## src/rtl/et_pkg.sv

```systemverilog
package et_pkg;
  typedef enum logic [1:0] {
    ADDR_CAP = 2'd0,
    ADDR_CFG = 2'd1,
    ADDR_STS = 2'd2,
    ADDR_CNT = 2'd3
  } et_reg_e;

  localparam int CFG_EN_BIT = 0;
  localparam int CNT_W      = 64;
endpackage

```

## src/rtl/et_cfg_reg.sv

```systemverilog
module et_cfg_reg #(
  parameter logic [63:0] WMASK = 64'h3
) (
  input  logic        clk_i,
  input  logic        rst_ni,
  input  logic        wr_i,
  input  logic [63:0] wdata_i,
  output logic [63:0] cfg_o,
  output logic        en_rise_o,
  output logic        en_fall_o
);
  import et_pkg::*;

  logic [63:0] cfg_q, cfg_d;

  assign cfg_d = (cfg_q & ~WMASK) | (wdata_i & WMASK);

  always_ff @(posedge clk_i or negedge rst_ni) begin
    if (!rst_ni)   cfg_q <= '0;
    else if (wr_i) cfg_q <= cfg_d;
  end

  assign cfg_o     = cfg_q;
  assign en_rise_o = wr_i &  cfg_d[CFG_EN_BIT] & ~cfg_q[CFG_EN_BIT];
  assign en_fall_o = wr_i & ~cfg_d[CFG_EN_BIT] &  cfg_q[CFG_EN_BIT];
endmodule

```

## src/rtl/et_main_counter.sv

```systemverilog
module et_main_counter #(
  parameter int W = 64
) (
  input  logic         clk_i,
  input  logic         rst_ni,
  input  logic         run_i,
  input  logic         load_i,
  input  logic [W-1:0] load_val_i,
  output logic [W-1:0] cnt_o
);
  logic [W-1:0] cnt_q;

  always_ff @(posedge clk_i or negedge rst_ni) begin
    if (!rst_ni)     cnt_q <= '0;
    else if (load_i) cnt_q <= load_val_i;
    else if (run_i)  cnt_q <= cnt_q + {{(W-1){1'b0}}, 1'b1};
  end

  assign cnt_o = cnt_q;
endmodule

```

## src/rtl/et_status_bank.sv

```systemverilog
module et_status_bank #(
  parameter int N_CH = 4
) (
  input  logic            clk_i,
  input  logic            rst_ni,
  input  logic [N_CH-1:0] set_i,
  input  logic            clr_wr_i,
  input  logic [N_CH-1:0] clr_mask_i,
  output logic [N_CH-1:0] sts_o,
  output logic [N_CH-1:0] cleared_o
);
  logic [N_CH-1:0] sts_q;

  for (genvar g = 0; g < N_CH; g++) begin : g_bit
    logic hit;
    assign hit = clr_wr_i & clr_mask_i[g] & sts_q[g];
    always_ff @(posedge clk_i or negedge rst_ni) begin
      if (!rst_ni)       sts_q[g] <= 1'b0;
      else if (set_i[g]) sts_q[g] <= 1'b1;
      else if (hit)      sts_q[g] <= 1'b0;
    end
    // set has priority: no clear reported if the bit stays
    assign cleared_o[g] = hit & ~set_i[g];
  end

  assign sts_o = sts_q;
endmodule

```

## src/rtl/et_global_ctrl.sv

```systemverilog
module et_global_ctrl #(
  parameter int          N_CH      = 4,
  parameter logic [63:0] CAP_VALUE = 64'h05F5_E100_0000_8301,
  parameter logic [63:0] CFG_WMASK = 64'h0000_0000_0000_0003
) (
  input  logic            clk_i,
  input  logic            rst_ni,
  input  logic            reg_we_i,
  input  logic [1:0]      reg_addr_i,
  input  logic [63:0]     reg_wdata_i,
  output logic [63:0]     reg_rdata_o,
  input  logic [N_CH-1:0] ch_status_set_i,
  input  logic [N_CH-1:0] ch_int_en_i,
  output logic [N_CH-1:0] ch_status_clr_o,
  output logic [N_CH-1:0] ch_reassert_o,
  output logic            ch_disarm_o,
  output logic            tmr_enable_o,
  output logic [63:0]     cnt_o
);
  import et_pkg::*;

  logic            wr_cfg, wr_sts, wr_cnt;
  logic [63:0]     cfg_q, cnt_q;
  logic            en_rise, en_fall, run;
  logic [N_CH-1:0] status_q, cleared;
  logic [N_CH-1:0] clr_q, reassert_q;
  logic            disarm_q;

  assign wr_cfg = reg_we_i && (reg_addr_i == ADDR_CFG);
  assign wr_sts = reg_we_i && (reg_addr_i == ADDR_STS);
  assign wr_cnt = reg_we_i && (reg_addr_i == ADDR_CNT);

  et_cfg_reg #(.WMASK(CFG_WMASK)) u_cfg (
    .clk_i, .rst_ni,
    .wr_i      (wr_cfg),
    .wdata_i   (reg_wdata_i),
    .cfg_o     (cfg_q),
    .en_rise_o (en_rise),
    .en_fall_o (en_fall)
  );

  assign run = cfg_q[CFG_EN_BIT];

  et_main_counter #(.W(CNT_W)) u_cnt (
    .clk_i, .rst_ni,
    .run_i      (run),
    .load_i     (wr_cnt & ~run),  // loads while running are dropped
    .load_val_i (reg_wdata_i),
    .cnt_o      (cnt_q)
  );

  et_status_bank #(.N_CH(N_CH)) u_sts (
    .clk_i, .rst_ni,
    .set_i      (ch_status_set_i),
    .clr_wr_i   (wr_sts),
    .clr_mask_i (reg_wdata_i[N_CH-1:0]),
    .sts_o      (status_q),
    .cleared_o  (cleared)
  );

  always_ff @(posedge clk_i or negedge rst_ni) begin
    if (!rst_ni) begin
      clr_q      <= '0;
      reassert_q <= '0;
      disarm_q   <= 1'b0;
    end else begin
      clr_q      <= cleared;
      reassert_q <= en_rise ? (status_q & ch_int_en_i) : '0;
      disarm_q   <= en_fall;
    end
  end

  always_comb begin
    unique case (reg_addr_i)
      ADDR_CAP: reg_rdata_o = CAP_VALUE;
      ADDR_CFG: reg_rdata_o = cfg_q;
      ADDR_STS: reg_rdata_o = 64'(status_q);
      default:  reg_rdata_o = cnt_q;
    endcase
  end

  assign ch_status_clr_o = clr_q;
  assign ch_reassert_o   = reassert_q;
  assign ch_disarm_o     = disarm_q;
  assign tmr_enable_o    = run;
  assign cnt_o           = cnt_q;
endmodule

```

## config.mk

```make
export PLATFORM = sky130hd
export DESIGN_NAME = et_global_ctrl
export DESIGN_NICKNAME = d
export VERILOG_FILES = /design/src/rtl/et_pkg.sv /design/src/rtl/et_cfg_reg.sv /design/src/rtl/et_main_counter.sv /design/src/rtl/et_status_bank.sv /design/src/rtl/et_global_ctrl.sv
export SDC_FILE = /design/constraint.sdc
export NUM_CORES = 1
export LEC_CHECK = 0
export CORE_ASPECT_RATIO = 0.6
export CORE_MARGIN = 2
export CORE_UTILIZATION = 45
export CTS_CLUSTER_SIZE = 28
export DETAILED_ROUTE_END_ITERATION = 7
export PLACE_DENSITY = 0.8
export SYNTH_ARGS = -nofsm -noshare
export SYNTH_HDL_FRONTEND = slang
export SYNTH_SLANG_ARGS = --single-unit
```

## constraint.sdc

```tcl
create_clock -name clk_i -period 2.99 [get_ports clk_i]
set_input_delay 0.598 -clock clk_i [delete_from_list [all_inputs] [get_ports clk_i]]
set_output_delay 0.598 -clock clk_i [all_outputs]
set_load 0.01 [all_outputs]
```

==> results of run 1 <==
cells in the mapped netlist, types with 5 or more instances:
cell,instances
nand4_1,20
o31ai_1,17
a21o_1,19
nand3_1,25
a31oi_1,26
xnor2_1,17
nor4_1,9
and3_1,108
or4_1,20
xor2_1,14
a21oi_1,34
dfrtp_1,79
o21ai_0,14
nor3_1,11
clkbuf_1,58
nor3b_1,5
a211oi_1,56
or3_1,12
mux2i_1,6
nand2_1,36
nor2_1,19
inv_1,7
and4_1,5
cell usage in the layout (no fill, tap or decap), drive strengths merged, types with 3 or more instances in the layout:
cell           count
clkdlybuf4s50    210
and3             108
dfrtp             79
a211oi            56
nand2             36
a21oi             34
nand3             27
buf               27
a31oi             26
nand4             21
or4               20
nor2              19
a21o              19
o31ai             17
xnor2             17
o21ai             14
xor2              14
or3               12
nor3              12
clkbuf            12
nor4               9
inv                7
mux2i              6
and4               5
nor3b              5
o31a               3
nor2b              3
mux2               3
and2               3
final cells by class:
type | count | area [sq um]
inverter | 7 | 26.28
tap | 160 | 200.2
clock inverter | 3 | 67.56
clock buffer | 12 | 246.5
fill | 936 | 3525
timing repair buffer | 237 | 2297
multi-input combinational | 496 | 3181
sequential | 79 | 1981
cells by family after synthesis:
kind of cell / count (synthesis)
AO/OA/AOI/OAI: 174
multiplexers: 9
XOR/XNOR: 31
flip-flops: 79
buffers and inverters: 68
adder cells (fa/ha/maj): 1
AND/OR/NAND/NOR: 281
critical path, delay by kind of cell (launching register included):
family             cells  cell delay [ps]
AOI/OAI and AO/OA      1              180
DFF                    1              460
and+or+nand+nor        4             2010
power by group:
part | switching (mW) | internal [mW]
logic | 1.49 | 1.70
clock network | 0.443 | 0.750
registers | 0.862 | 1.48
stage by stage:
stage	util [%]	worst slack (ps)	total power [mW]
2_1_floorplan	-	274.6	3.702
6_report	69.41	257.8	6.730
3_5_place_dp	66.69	279.4	5.489
4_1_cts	69.41	266.7	6.704
3_3_place_gp	66.69	330.6	5.360
5_1_grt	69.41	124.8	7.115
sequential cells by signal (all words and copies together), names as in the netlist:
name	flops
u_cfg.cfg_o	2
ch_reassert_o	4
u_cnt.cnt_o	64
ch_status_clr_o	4
u_sts.sts_o	4
ch_disarm_o	1
how the worst max path moves through the flow:
| stage | startpoint | to | slack (ps) | cells past startpoint |
|---|---|---|---|---|
| 2_1_floorplan | u_cnt.cnt_o[0] | u_cnt.cnt_o[46] | 270 | 7 |
| 3_3_place_gp | reg_addr_i[0] | reg_rdata_o[9] | 330 | 4 |
| 3_5_place_dp | u_cnt.cnt_o[4] | u_cnt.cnt_o[54] | 280 | 5 |
| 4_1_cts | reg_addr_i[0] | reg_rdata_o[50] | 270 | 4 |
| 5_1_grt | u_cnt.cnt_o[8] | u_cnt.cnt_o[54] | 120 | 5 |
| 6_report | u_cnt.cnt_o[4] | u_cnt.cnt_o[62] | 260 | 5 |
metal layers:
metal  global-route usage, %  vias up  routed length, microns
met5                       0        -                       0
met1                   40.08     2956                    8376
met3                   6.684       14                    1712
met4                   6.417        0                     110
li1                        -     2851                       -
met2                   50.58      357                    9472
==> reports/metrics.cfg, run 1 <==
[floorplan]
die_area_sq_um = 12950
fp.dieH_microns = 88.95
pin_count = 215
rows = 30
core_sq_um = 11520
die_x_microns = 145.6
initial_core_util_pct = 46.96

[power_and_ir_drop]
powerDensity_nw_per_um2 = 841.3
peakVddDrop_v = 0.0003919
leakage_nw = 3.324

[timing]
finClkSkew_ps = 4.583
layout_min_cycle_time_ps = 2732
worst_hold_slack_ps = 298.2
slew_headroom_pct = 52.42
fin_tns_setup_ps = 0
finalHoldViolations = 0
max_freq_mhz = 366.0
worst_slew_pin_slew_ps = 713.7
final_max_slew_viol_count = 0
setup_viol_count_final = 0
period_share_pct = 91.38
rsz0062_at_grt = no

[yosys]
synth_cell_types = 39
avgSynthCellArea_sq_um = 8.416
netlist_area_sq_um = 5411
synth_mux_area_share_pct = 1.734
yosys-top-cells-area = dfrtp_1, and3_1, a211oi_1
syn_inst = 643
synth_top_family_by_area = simple AND/OR/NAND/NOR gates
synth_edf_count = 0
async_reset_ff_share_pct = 100.0
synth_compound_area_share_pct = 21.48
synth_ff_type = dfrtp_1
synth_fp_nets = 721
synth_top_cell_area_share_pct = 36.53
synth_warnings = 0
yosys.area.top_type = dfrtp_1
synthSimpleGateAreaFrac_pct = 30.24
synthAdderAreaFrac_pct = 0.2312
ys_seq_area_share_pct = 36.53
ys_seq_elements = 79
post_synth_xor_area_fraction_pct = 5.017

[grt]
grtUsageTotal_pct = 29.83
antenna_found_initial = 0
grt_pass1_wl_mm = 30.76
grt_max_degree = 73
overflow = 0
grt_pass1_vias = 5891

[clock_tree]
post_cts_buffers = 0
cts_tree = done
clock_path_buffers = 2
clkSinkCount = 79
clock_latency_ps = 340
numCtsBuffers = 9
cts-root-buf = clkbuf_16
cts-resized-gates = 0
cts_hold_buf = 0
clk_pin_slew_worst_paths_ps = 60
htree_levels = 3

[detailed_routing]
vias = 6178
wirelength_mm = 19.67
drtIter0Drc = 630
firstDrtPassIters = 5
wl_per_cell_microns = 19.79
drc = 0
vias_per_cell = 6.215
drtAntennaViolNets = 0

[place]
dpl.cell_count = 979
placed_area_sq_um = 7685
port_buffers = 214
hpwl_mm = 13.95
gp_congestion = 0.8438

[worst_setup_path]
reg2reg_to = u_cnt.cnt_o[62]
cp.arrival_ps = 3000
startpoint_type = register
slowest_stage = or4_1
cp_max_fo = 7
required_ps = 3250
timing.rr.start = u_cnt.cnt_o[4]
critPathCaptureType = register
critPathKind = reg -> reg
crit_path_frequent_cell = or4_1
rr_worst_depth = 5
ff2ff_setup_slack_ps = 260
critical_path.cell_chain = nand3_2, or4_1, or4_1, or4_1, a31oi_1
critPathMaxStageDelay_ps = 690

[layout]
nets = 908
fin_cells = 994
finish.instance_area_sq_um = 7999
areaGrowthSynthToFinish_pct = 47.81
diodes = 0
drive_gt1_share_pct = 6.115

[worst_hold_path]
hold_class = in -> async

[run_status]
outcome = finished clean

[job]
cap_viol_max_count = 0

Note: power is estimated with default switching activity, not from simulation.
==> run 2: changes to the inputs <==
--- a/config.mk
+++ b/config.mk
@@ -5,12 +5,14 @@
 export SDC_FILE = /design/constraint.sdc
 export NUM_CORES = 1
 export LEC_CHECK = 0
+export CELL_PAD_IN_SITES_DETAIL_PLACEMENT = 1
+export CELL_PAD_IN_SITES_GLOBAL_PLACEMENT = 2
 export CORE_ASPECT_RATIO = 0.6
 export CORE_MARGIN = 2
-export CORE_UTILIZATION = 45
+export CORE_UTILIZATION = 25
 export CTS_CLUSTER_SIZE = 28
 export DETAILED_ROUTE_END_ITERATION = 7
-export PLACE_DENSITY = 0.8
+export PLACE_DENSITY = 0.79
 export SYNTH_ARGS = -nofsm -noshare
 export SYNTH_HDL_FRONTEND = slang
 export SYNTH_SLANG_ARGS = --single-unit
==> reports/metrics.cfg, run 2 (same netlist as run 1, synthesis figures left out) <==
[clock_tree]
clock_path_buffers = 2  ; unchanged
cts_hold_buf = 0  ; unchanged
clkSinkCount = 79  ; unchanged
numCtsBuffers = 9  ; unchanged
cts-root-buf = clkbuf_16  ; unchanged
post_cts_buffers = 0  ; unchanged
clk_pin_slew_worst_paths_ps = 60  ; about the same
htree_levels = 3  ; unchanged
cts_tree = done  ; unchanged
clock_latency_ps = 350  ; was 340 ps

[detailed_routing]
wl_per_cell_microns = 21.31  ; was 19.79 microns
wirelength_mm = 23.96  ; was 19.67 mm
drtAntennaViolNets = 0  ; unchanged
drc = 0  ; unchanged
firstDrtPassIters = 4  ; was 5
drtIter0Drc = 380  ; was 630
vias = 6117  ; was 6178
vias_per_cell = 5.442  ; was 6.215

[place]
gp_congestion = 0.8243  ; was 0.8438
hpwl_mm = 17.44  ; was 13.95 mm
port_buffers = 214  ; unchanged
place_ws_ps = 162.8  ; was 279.4 ps
placed_area_sq_um = 7914  ; was 7685 sq um

[power_and_ir_drop]
combPwrFrac_pct = 48.1  ; was 47.4%
seq_power_share_pct = 34.0  ; was 34.8%
peakVddDrop_v = 0.0002907  ; was 0.0003919 V
p_sw_mw = 2.967  ; was 2.797 mW
p_int_mw = 4.004  ; was 3.933 mW
p_total_mw = 6.971  ; was 6.730 mW
powerDensity_nw_per_um2 = 844.6  ; was 841.3 nW/um^2
leakage_nw = 3.385  ; was 3.324 nW
switching_share_pct = 42.57  ; was 41.56%
clkPwrFrac_pct = 17.9  ; was 17.7%

[timing]
slew_headroom_pct = 48.50  ; was 52.42%
finClkSkew_ps = 10.27  ; was 4.583 ps
fin_tns_setup_ps = 0  ; unchanged
setup_viol_count_final = 0  ; unchanged
rsz0062_at_grt = no  ; unchanged
final_max_slew_viol_count = 0  ; unchanged
layout_min_cycle_time_ps = 2788  ; was 2732 ps
finalHoldViolations = 0  ; unchanged
period_share_pct = 93.23  ; was 91.38%
worst_slew_pin_slew_ps = 772.5  ; was 713.7 ps
max_freq_mhz = 358.7  ; was 366.0 MHz
setup_ws_ps = 202.5  ; was 257.8 ps

[grt]
grt_pass1_vias = 6408  ; was 5891
grt_max_degree = 76  ; was 73
grtUsageTotal_pct = 20.73  ; was 29.83%
antenna_found_initial = 2  ; was 0
overflow = 0  ; unchanged
grt_pass1_wl_mm = 37.72  ; was 30.76 mm

[layout]
nets = 917  ; was 908
layout.filler_cells = 2468  ; was 936
final_common_cell = clkdlybuf4s50_1  ; unchanged
final_cell_mix = clkdlybuf4s50_1, and3_1, dfrtp_1  ; unchanged
drive_gt1_share_pct = 7.583  ; was 6.115%
finish.instance_area_sq_um = 8253  ; was 7999 sq um
areaGrowthSynthToFinish_pct = 52.51  ; was 47.81%
largest_reg_flops = 64  ; unchanged

[floorplan]
pin_count = 215  ; unchanged
initial_core_util_pct = 25.60  ; was 46.96%
die_area_sq_um = 22880  ; was 12950 sq um
rows = 41  ; was 30
fp.dieH_microns = 118.0  ; was 88.95 microns
die_x_microns = 193.9  ; was 145.6 microns
core_sq_um = 21140  ; was 11520 sq um

[run_status]
outcome = finished clean  ; unchanged

[worst_setup_path]
cp.arrival_ps = 3040  ; was 3000 ps
required_ps = 3250  ; about the same
timing.rr.start = u_cnt.cnt_o[4]  ; unchanged
critPathKind = reg -> reg  ; unchanged
reg2reg_to = u_cnt.cnt_o[62]  ; unchanged
startpoint_type = register  ; unchanged
rr_worst_depth = 5  ; unchanged
cp_max_fo = 7  ; unchanged
critPathCaptureType = register  ; unchanged
ff2ff_setup_slack_ps = 200  ; was 260 ps

[worst_hold_path]
hold_class = in -> async  ; unchanged

[job]
cap_viol_max_count = 0  ; unchanged

run 2: cell count changes in the layout (fill, tap and decap cells not counted):
cell and delta:
clkbuf_1 -2, buf_12 +1, diode_2 +1, clkinv_2 +1, clkbuf_8 +1, buf_4 +8
or4_4 +1, or4_1 -1, clkinvlp_4 +1
run 2: metal layers:
metal	vias up	track usage (%)	routed length (microns)
li1	2853	-	-
met1	3049	30.12	11960
met2	191	30.67	10300
met3	22	4.900	1349
met4	2	5.208	335
met5	-	0	14
run 2: worst max path at each step:
stage	endpoint	slack, ps	from	depth (start not counted)
2_1_floorplan	u_cnt.cnt_o[46]	270	u_cnt.cnt_o[0]	7
5_1_grt	u_cnt.cnt_o[58]	30	u_cnt.cnt_o[1]	8
3_5_place_dp	u_cnt.cnt_o[62]	160	u_cnt.cnt_o[4]	5
3_3_place_gp	reg_rdata_o[58]	310	reg_addr_i[0]	4
6_report	u_cnt.cnt_o[62]	200	u_cnt.cnt_o[4]	5
4_1_cts	u_cnt.cnt_o[62]	140	u_cnt.cnt_o[4]	5
run 2: power groups by stage:
stage	clock network (mW)	logic, mW	registers [mW]
global route	1.32	3.65	2.46
global placement	0	3.26	2.32
detailed placement	0	3.35	2.38
CTS	1.28	3.37	2.37
finish	1.25	3.35	2.37
floorplan	0	1.47	2.23
run 2: final cells by class:
cell class                      instances  area [sq um]  area share [%]
Antenna cell                            1         2.502         0.03032
Multi-Input combinational cell        496          3184           38.58
Clock inverter                          5         80.08          0.9703
Inverter                                7         26.28          0.3184
Clock buffer                           11         252.7           3.062
Timing Repair Buffer                  246          2377           28.81
Sequential cell                        79          1981           24.00
Tap cell                              279         349.1           4.230
run 2: through the flow:
step | hold slack (ps) | std cells | utilization (%)
2_1_floorplan | 302.4 | 643 | -
3_3_place_gp | 488.6 | 1107 | 37.44
3_5_place_dp | 515.8 | 1107 | 37.44
4_1_cts | 316.3 | 1123 | 39.02
5_1_grt | 333.4 | 1124 | 39.05
6_report | 292.4 | 1124 | 39.05
run 2: critical path, cell delays in order (launching register included):
cell     delay [ps]
dfrtp_1         460
nand3_2         210
or4_1           630
or4_4           630
or4_1           530
a31oi_1         230
run 2: repair_timing:
action | CTS | global route
resized for setup | 0 | 1
hold endpoints to repair | 0 | 0
endpoints found under the setup margin | 0 | 1
==> run 3: changes to the inputs <==
--- a/config.mk
+++ b/config.mk
@@ -9,10 +9,10 @@
 export CELL_PAD_IN_SITES_GLOBAL_PLACEMENT = 2
 export CORE_ASPECT_RATIO = 0.6
 export CORE_MARGIN = 2
-export CORE_UTILIZATION = 25
+export CORE_UTILIZATION = 27
 export CTS_CLUSTER_SIZE = 28
 export DETAILED_ROUTE_END_ITERATION = 7
-export PLACE_DENSITY = 0.79
+export PLACE_DENSITY = 0.85
 export SYNTH_ARGS = -nofsm -noshare
 export SYNTH_HDL_FRONTEND = slang
 export SYNTH_SLANG_ARGS = --single-unit
==> constraint.sdc (replaced) <==
create_clock -name clk_i -period 3.6 [get_ports clk_i]
set_input_delay 0.72 -clock clk_i [delete_from_list [all_inputs] [get_ports clk_i]]
set_output_delay 0.72 -clock clk_i [all_outputs]
set_load 0.01 [all_outputs]
==> reports/metrics.cfg, run 3 (same netlist as run 1, synthesis figures left out) <==
[floorplan]
core_sq_um = 19820  ; was 21140 sq um
fp.dieH_microns = 113.7  ; was 118.0 microns
die_x_microns = 186.8  ; was 193.9 microns
die_area_sq_um = 21230  ; was 22880 sq um
initial_core_util_pct = 27.30  ; was 25.60%
pin_count = 215  ; unchanged
rows = 40  ; was 41

[worst_setup_path]
path_buf_inv = 0  ; unchanged
cp_max_fo = 7  ; unchanged
slowest_stage = or4_1  ; unchanged
critPathMaxStageDelay_ps = 710  ; was 630 ps
critical_path.cell_chain = ha_1, nand3_2, or4_1, or4_1, or4_1, a31oi_1  ; was nand3_2, or4_1, or4_4, or4_1, a31oi_1
required_ps = 3860  ; was 3250 ps
crit_family = simple AND/OR/NAND/NOR gates  ; unchanged
startpoint_type = register  ; unchanged
cp.arrival_ps = 3290  ; was 3040 ps
critPathKind = reg -> reg  ; unchanged
crit_path_frequent_cell = or4_1  ; unchanged
critPathCaptureType = register  ; unchanged

[timing]
period_share_pct = 84.16  ; was 93.23%
finClkSkew_ps = 8.716  ; was 10.27 ps
rsz0062_at_grt = no  ; unchanged
setup_viol_count_final = 0  ; unchanged
layout_min_cycle_time_ps = 3030  ; was 2788 ps
slew_headroom_pct = 27.90  ; was 48.50%
finalHoldViolations = 0  ; unchanged
worst_slew_pin_slew_ps = 1082  ; was 772.5 ps
fin_tns_setup_ps = 0  ; unchanged
final_max_slew_viol_count = 0  ; unchanged
max_freq_mhz = 330.1  ; was 358.7 MHz

[power_and_ir_drop]
p_total_mw = 5.567  ; was 6.971 mW
leakage_nw = 3.298  ; was 3.385 nW
peakVddDrop_v = 0.0001924  ; was 0.0002907 V
powerDensity_nw_per_um2 = 687.6  ; was 844.6 nW/um^2

[clock_tree]
clk_pin_slew_worst_paths_ps = 70  ; was 60 ps
clock_path_buffers = 2  ; unchanged
cts-resized-gates = 0  ; unchanged
numCtsBuffers = 9  ; unchanged
clkSinkCount = 79  ; unchanged
cts-root-buf = clkbuf_16  ; unchanged
cts_hold_buf = 0  ; unchanged
cts_tree = done  ; unchanged
post_cts_buffers = 0  ; unchanged
clock_latency_ps = 340  ; was 350 ps
htree_levels = 3  ; unchanged

[grt]
grtUsageTotal_pct = 21.48  ; was 20.73%
grt_pass1_vias = 6226  ; was 6408
overflow = 0  ; unchanged
grt_max_degree = 80  ; was 76
antenna_found_initial = 1  ; was 2
grt_pass1_wl_mm = 36.15  ; was 37.72 mm

[detailed_routing]
firstDrtPassIters = 4  ; unchanged
drc = 0  ; unchanged
drtAntennaViolNets = 0  ; unchanged
wirelength_mm = 22.86  ; was 23.96 mm
vias = 6100  ; was 6117
drtIter0Drc = 321  ; was 380
vias_per_cell = 5.520  ; was 5.442
wl_per_cell_microns = 20.69  ; was 21.31 microns

[layout]
diodes = 0  ; was 1
final_cell_mix = clkdlybuf4s50_1, and3_1, dfrtp_1  ; unchanged
nets = 905  ; was 917
drive_gt1_share_pct = 5.889  ; was 7.583%
finish.instance_area_sq_um = 8095  ; was 8253 sq um
largest_reg_flops = 64  ; unchanged
fin_cells = 1105  ; was 1124
areaGrowthSynthToFinish_pct = 49.60  ; was 52.51%
final_common_cell = clkdlybuf4s50_1  ; unchanged
layout.filler_cells = 2313  ; was 2468

[run_status]
outcome = finished clean  ; unchanged

[worst_hold_path]
hold_class = reg -> reg  ; was in -> async

[place]
port_buffers = 214  ; unchanged
hpwl_mm = 16.33  ; was 17.44 mm
dpl.cell_count = 1089  ; was 1107
placed_area_sq_um = 7804  ; was 7914 sq um
gp_congestion = 0.8121  ; was 0.8243

[job]
cap_viol_max_count = 0  ; unchanged

## run 3: cell count changes in the layout (fill, tap and decap cells not counted), sizes merged
cell and change:
buf -12, bufinv -1, clkinv +1, diode -1
## run 3: area by class of cell
| type | instances | area, sq um | area share (%) |
|---|---|---|---|
| multi-input combinational | 496 | 3181 | 39.29 |
| timing repair buffer | 234 | 2275 | 28.10 |
| sequential | 79 | 1981 | 24.47 |
| tap | 273 | 341.6 | 4.219 |
| clock buffer | 11 | 232.7 | 2.875 |
| clock inverter | 5 | 58.81 | 0.7264 |
| inverter | 7 | 26.28 | 0.3246 |
## run 3: final timing paths
kind | to | slack, ps | cells after the start | from
min reg2reg | u_cfg.cfg_o[1] | 520 | 1 | u_cfg.cfg_o[1]
min in group asynchronous | ch_reassert_o[2] | 570 | 1 | rst_ni
min | u_cfg.cfg_o[1] | 520 | 1 | u_cfg.cfg_o[1]
max in group asynchronous | u_cfg.cfg_o[0] | 2230 | 1 | rst_ni
max | u_cnt.cnt_o[62] | 570 | 6 | u_cnt.cnt_o[0]
max reg2reg | u_cnt.cnt_o[62] | 570 | 6 | u_cnt.cnt_o[0]
## run 3: metrics by stage
| step | setup slack [ps] | hold slack, ps | util [%] |
|---|---|---|---|
| after floorplan | 807.7 | 424.4 | - |
| after global placement | 701.5 | 488.9 | 39.38 |
| after detailed placement | 573.6 | 507.6 | 39.38 |
| after CTS | 580.7 | 521.2 | 40.85 |
| after global routing | 439.6 | 547.7 | 40.85 |
| final | 570.3 | 518.7 | 40.85 |
## run 3: layer usage
metal | share of wire, % | vias to the layer above | routed length (microns) | global-route usage (%)
li1 | - | 2833 | - | -
met1 | 50 | 3041 | 11420 | 30.80
met2 | 43 | 205 | 9776 | 32.86
met3 | 6.4 | 19 | 1460 | 5.292
met4 | 0.85 | 2 | 195 | 4.392
met5 | 0.057 | - | 13 | 0
## run 3: power by group
part	switching [mW]	internal, mW
clock	0.401	0.539
sequential	0.780	1.23
combinational	1.23	1.38
## run 3: worst register-to-register path, delay by kind of cell (launching register included)
family / cells / cell delay, ps
AO/OA/AOI/OAI: 1 / 180
AND/OR/NAND/NOR: 4 / 2050
adder cells (fa/ha/maj): 1 / 260
flip-flops: 1 / 470
